$ cat config.mk
export PLATFORM = sky130hd
export DESIGN_NAME = booth_mul
export DESIGN_NICKNAME = d
export VERILOG_FILES = /design/src/rtl/booth_pkg.sv /design/src/rtl/booth_digit_enc.sv /design/src/rtl/booth_pp_sel.sv /design/src/rtl/booth_row_sum.sv /design/src/rtl/booth_mul.sv
export SDC_FILE = /design/constraint.sdc
export NUM_CORES = 1
export LEC_CHECK = 0
export BUFFER_PORTS_ARGS = -buffer_cell sky130_fd_sc_hd__buf_2
export CAP_MARGIN = 20
export CORE_AREA = 5 5 152 140
export CTS_CLUSTER_SIZE = 30
export DETAILED_ROUTE_END_ITERATION = 16
export DIE_AREA = 0 0 157 145
export GPL_ROUTABILITY_DRIVEN = 0
export GPL_TIMING_DRIVEN = 0
export PLACE_DENSITY = 0.82
export SLEW_MARGIN = 20
export SYNTH_ARGS = -nofsm -noshare
export SYNTH_HDL_FRONTEND = slang
export SYNTH_SLANG_ARGS = --single-unit
$ cat constraint.sdc
create_clock -name clk -period 15.2 [get_ports clk]
set_input_delay 4.56 -clock clk [delete_from_list [all_inputs] [get_ports clk]]
set_output_delay 4.56 -clock clk [all_outputs]
set_load 0.01 [all_outputs]
$ cat src/rtl/booth_pkg.sv
package booth_pkg;

  typedef struct packed {
    logic single;
    logic dbl;
    logic neg;
  } booth_sel_t;

  localparam booth_sel_t SEL_IDLE = '{single: 1'b0, dbl: 1'b0, neg: 1'b0};

endpackage

$ cat src/rtl/booth_digit_enc.sv
module booth_digit_enc
  import booth_pkg::*;
(
  input  logic [2:0]  code,
  output booth_sel_t  sel
);

  // code = {x(2i+1), x(2i), x(2i-1)}
  always_comb begin
    sel = SEL_IDLE;
    unique case (code)
      3'b000: sel = '{single: 1'b0, dbl: 1'b0, neg: 1'b0};
      3'b001: sel = '{single: 1'b1, dbl: 1'b0, neg: 1'b0};
      3'b010: sel = '{single: 1'b1, dbl: 1'b0, neg: 1'b0};
      3'b011: sel = '{single: 1'b0, dbl: 1'b1, neg: 1'b0};
      3'b100: sel = '{single: 1'b0, dbl: 1'b1, neg: 1'b1};
      3'b101: sel = '{single: 1'b1, dbl: 1'b0, neg: 1'b1};
      3'b110: sel = '{single: 1'b1, dbl: 1'b0, neg: 1'b1};
      3'b111: sel = '{single: 1'b0, dbl: 1'b0, neg: 1'b1};
      default: sel = SEL_IDLE;
    endcase
  end

endmodule

$ cat src/rtl/booth_pp_sel.sv
module booth_pp_sel
  import booth_pkg::*;
#(
  parameter int N   = 16,
  parameter int IDX = 0
) (
  input  logic [N+1:0]   y_ext,
  input  booth_sel_t     sel,
  output logic [2*N-1:0] row
);

  localparam int PW    = 2 * N;
  localparam int YW    = N + 2;
  localparam int SHIFT = 2 * IDX;

  logic [YW-1:0] mag;
  logic [YW-1:0] inv;
  logic [PW-1:0] ext;
  logic [PW-1:0] carry_in;

  always_comb begin
    if (sel.single)   mag = y_ext;
    else if (sel.dbl) mag = {y_ext[YW-2:0], 1'b0};
    else              mag = '0;
    inv      = sel.neg ? ~mag : mag;
    ext      = {{(PW-YW){inv[YW-1]}}, inv};
    carry_in = {{(PW-1){1'b0}}, sel.neg};
    row      = (ext << SHIFT) + (carry_in << SHIFT);
  end

endmodule

$ cat src/rtl/booth_row_sum.sv
module booth_row_sum #(
  parameter int ROWS = 9,
  parameter int W    = 32
) (
  input  logic [ROWS-1:0][W-1:0] rows,
  output logic [W-1:0]           total
);

  localparam int LW = (ROWS + 1) / 2;

  logic [LW-1:0][W-1:0] pair;

  generate
    for (genvar p = 0; p < LW; p++) begin : g_pair
      if (2 * p + 1 < ROWS) begin : g_two
        assign pair[p] = rows[2*p] + rows[2*p+1];
      end else begin : g_one
        assign pair[p] = rows[2*p];
      end
    end
  endgenerate

  always_comb begin
    total = '0;
    for (int k = 0; k < LW; k++) total = total + pair[k];
  end

endmodule

$ cat src/rtl/booth_mul.sv
module booth_mul
  import booth_pkg::*;
#(
  parameter int N = 16
) (
  input  logic             clk,
  input  logic             rst,
  input  logic             signed_mode,
  input  logic [N-1:0]     mcand,
  input  logic [N-1:0]     mplier,
  output logic [2*N-1:0]   product,
  output logic [N/2:0]     dig_single,
  output logic [N/2:0]     dig_double,
  output logic [N/2:0]     dig_neg
);

  localparam int D  = N / 2 + 1;
  localparam int PW = 2 * N;
  localparam int XW = N + 3;

  logic [XW-1:0]        x_ext;
  logic [N+1:0]         y_ext;
  booth_sel_t           sel_raw [D];
  booth_sel_t           sel_use [D];
  logic [D-1:0][PW-1:0] rows;
  logic [PW-1:0]        sum;
  logic                 mode_q;

  // two extra multiplier bits, zero or sign; bit -1 is 0
  assign x_ext = {signed_mode ? {2{mplier[N-1]}} : 2'b00, mplier, 1'b0};
  assign y_ext = {signed_mode ? {2{mcand[N-1]}} : 2'b00, mcand};

  generate
    for (genvar i = 0; i < D; i++) begin : g_dig
      booth_digit_enc i_enc (
        .code (x_ext[2*i+2:2*i]),
        .sel  (sel_raw[i])
      );
      if (i == D - 1) begin : g_top
        assign sel_use[i] = signed_mode ? SEL_IDLE : sel_raw[i];
      end else begin : g_body
        assign sel_use[i] = sel_raw[i];
      end
      booth_pp_sel #(.N(N), .IDX(i)) i_sel (
        .y_ext (y_ext),
        .sel   (sel_use[i]),
        .row   (rows[i])
      );
    end
  endgenerate

  booth_row_sum #(.ROWS(D), .W(PW)) i_sum (
    .rows  (rows),
    .total (sum)
  );

  always_ff @(posedge clk) begin
    if (rst) begin
      product    <= '0;
      dig_single <= '0;
      dig_double <= '0;
      dig_neg    <= '0;
      mode_q     <= 1'b0;
    end else begin
      product <= sum;
      mode_q  <= signed_mode;
      for (int k = 0; k < D; k++) begin
        dig_single[k] <= sel_use[k].single;
        dig_double[k] <= sel_use[k].dbl;
        dig_neg[k]    <= sel_use[k].neg;
      end
    end
  end

  // Assertions
  generate
    for (genvar a = 0; a < D; a++) begin : g_chk
      p_sel_excl_r3: assert property (@(posedge clk) disable iff (rst)
        !(dig_single[a] && dig_double[a]));
    end
  endgenerate

  p_top_idle_r6: assert property (@(posedge clk) disable iff (rst)
    mode_q |-> (!dig_single[D-1] && !dig_double[D-1] && !dig_neg[D-1]));

  p_top_msb_r5: assert property (@(posedge clk) disable iff (rst)
    !signed_mode |=> (dig_single[D-1] == $past(mplier[N-1]))
                     && !dig_double[D-1] && !dig_neg[D-1]);

  p_zero_mcand_r10: assert property (@(posedge clk) disable iff (rst)
    (mcand == '0) |=> (product == '0));

  p_unit_mplier_r7: assert property (@(posedge clk) disable iff (rst)
    (!signed_mode && mplier == {{(N-1){1'b0}}, 1'b1})
      |=> (product == {{N{1'b0}}, $past(mcand)}));

  p_neg_one_r8: assert property (@(posedge clk) disable iff (rst)
    (signed_mode && mplier == {N{1'b1}})
      |=> (product == PW'(0) - {{N{$past(mcand[N-1])}}, $past(mcand)}));

endmodule

==> impl_metrics.csv <==
group,metric,value,unit
setup_path,arrival,14.18,ns
timing,hold_violations,0,
final_layout,instances_no_fill,1795,
detailed_routing,antenna_left,0,
clock_network,clkTransAtPathRegs,0.06,ns
global_route,grt_util_all_layers,0.3083,
detailed_routing,vias,11220,
final_layout,fin_nets,1841,
clock_network,h-tree-depth,3,
flow_run,cap_violations,0,
setup_path,start_kind,"input port",
clock_network,cts_buffers,9,
timing,fmax,0.07159,GHz
logic_synthesis,postSynthAreaPerCell,8.349,um^2
logic_synthesis,syn_inst,1444,
clock_network,cts_max_path_buffers,2,
timing,period_share,0.9189,
setup_path,max_stage_delay,0.55,ns
global_route,antenna_found_initial,0,
setup_path,cp_data_required_time,15.41,ns
place,numPortBuffers,77,
logic_synthesis,syn_area,12060,um^2
setup_path,slowest_stage,"fa_1",
detailed_routing,dr.pass1.iters,8,
timing,finalSetupViolations,0,
timing,rsz0062_at_grt,"no",
floorplanning,die_h,145,um
logic_synthesis,ys_seq_elements,58,
detailed_routing,routed_wl,35.41,mm
final_layout,fillers,1599,
clock_network,post_cts_resized,0,
clock_network,hold_buffers,0,
worst_hold_path,worstHoldPathType,"input port to flip-flop",
clock_network,cts_sinks,58,
timing,relSlewSlack,0.3232,
floorplanning,row_count,49,
setup_path,cp-end-kind,"flip-flop",
detailed_routing,drc,0,
timing,fin_crit,13.97,ns
final_layout,area_growth,8.396,%
setup_path,cpMostUsedCell,"ha_1",
floorplanning,core,19560,um^2
logic_synthesis,async_reset_ff_frac,0,
place,dp_hpwl,28.09,mm
global_route,grt_overflow,0,
global_route,grt_pass1_wl,56.09,mm
detailed_routing,wl_per_cell,19.73,um
floorplanning,pin_count,94,
place,dp.cells,1779,
global_route,grt_max_degree,12,
detailed_routing,dr.first_iter.drc_count,1466,
floorplanning,die_w,157,um
setup_path,critPathLaunch,"mplier[1]",
timing,slew_violations,0,
logic_synthesis,ys_warn_count,0,
final_layout,drive_gt1_frac,0.09286,
detailed_routing,vias_per_cell,6.248,
logic_synthesis,synth_edf_count,0,
setup_path,crit_fanout,10,
worst_hold_path,hp-start,"rst",
logic_synthesis,synth_ff_type,"dfxtp_1",
final_layout,diodes,0,
logic_synthesis,yosysUniqueCellTypes,84,
logic_synthesis,synth_seq_area_share,0.09631,
clock_network,cts_root_buf,"clkbuf_16",
timing,worstMarginPinSlew,1.007,ns
timing,tns,0,ns
global_route,grt_pass1_vias,10850,
run_status,status,"finished, final reports clean",
floorplanning,start_util,0.6165,
clock_network,cts_tree,"done",
setup_path,worstSetupPathType,"input port to flip-flop",
floorplanning,die_area,22770,um^2
clock_network,post_cts_buffers,0,
-- synthesized netlist by cell type, types with 9 or more instances --
cell type	count	share of area
a21o_1	19	0.012
a21oi_1	71	0.029
a22o_1	16	0.012
a22oi_1	82	0.051
a31oi_1	15	0.0078
and2_1	14	0.0073
and3_1	13	0.0067
buf_1	19	0.0059
buf_2	10	0.0042
clkbuf_1	60	0.019
dfxtp_1	58	0.096
fa_1	74	0.12
ha_1	197	0.20
inv_1	123	0.038
mux2i_1	10	0.0083
nand2_1	78	0.024
nand2b_1	9	0.0047
nand3_1	22	0.0091
nor2_1	90	0.028
nor2b_1	25	0.013
nor3_1	20	0.0083
o21ai_0	43	0.018
o21bai_1	14	0.0087
o31ai_1	22	0.014
xnor2_1	144	0.10
xor2_1	60	0.044
-- cell families (layout without fill, tap and decap cells) --
group,after synthesis,count (layout),synth area share
and+or+nand+nor,304,304,0.1218
muxes,15,15,0.01328
DFF,58,58,0.09631
adders and majority gates,271,271,0.3273
xor gates and xnor gates,205,205,0.1495
AOI/OAI and AO/OA,367,367,0.2166
buffers and inverters,223,317,0.07482
other,1,3,0.0003110
-- worst paths after layout --
path	endpoint	depth (start not counted)
max	product[28]$_SDFF_PP0_	34
min	product[30]$_SDFF_PP0_	3
-- final cells by class --
type | instances | area [um^2] | area share
inverters | 125 | 469.2 | 0.03590
well taps | 255 | 319.1 | 0.02441
repair buffers | 78 | 396.6 | 0.03035
multi-input cells | 1165 | 10010 | 0.7657
clock inverters | 5 | 40.04 | 0.003064
clock buffers | 11 | 242.7 | 0.01857
plain buffers | 98 | 432.9 | 0.03313
flip-flops and latches | 58 | 1161 | 0.08885
-- stage by stage --
stage	setup WS [ns]	utilization	hold slack, ns	instance area, um^2
detailed placement	1.048	0.6538	4.954	12790
finish	1.232	0.6682	4.614	13070
floorplan	2.662	-	4.731	12060
CTS	1.358	0.6682	4.594	13070
global placement	0.9181	0.6529	4.944	12770
global route	0.7173	0.6682	4.662	13070
-- critical path: cells and delay by family --
family	cells	cell delay, ns
adder cells (fa/ha/maj)	8	3.31
buffers and inverters	6	1.52
AND/OR/NAND/NOR	2	0.58
AO/OA/AOI/OAI	16	3.81
XOR/XNOR	2	0.39
-- sequential cells by signal, summed over array words and instances (netlist names) --
signal      cells
dig_double      8
dig_neg         9
dig_single      9
product        32
-- placed cells by master, fill, tap and decap left out, types with 16 or more instances in the layout --
cell type	count
a21o_1	19
dfxtp_1	58
a22o_1	16
nor3_1	20
ha_1	197
fa_1	74
buf_2	87
xnor2_1	144
nor2_1	90
clkbuf_1	61
o31ai_1	22
nand3_1	22
o21ai_0	43
inv_1	123
a22oi_1	82
xor2_1	60
a21oi_1	71
nand2_1	78
nor2b_1	25
buf_1	19
-- layer usage --
| layer | global-route usage | up-vias | routed length, um |
|---|---|---|---|
| met4 | 0.1488 | 0 | 2100 |
| met3 | 0.07832 | 180 | 4332 |
| li1 | - | 5239 | - |
| met2 | 0.4594 | 710 | 14630 |
| met1 | 0.4155 | 5086 | 14350 |
| met5 | 0 | - | 0 |
Power is not shown: default switching activity piles up to over one toggle a cycle in this logic, so the estimate is an artifact.
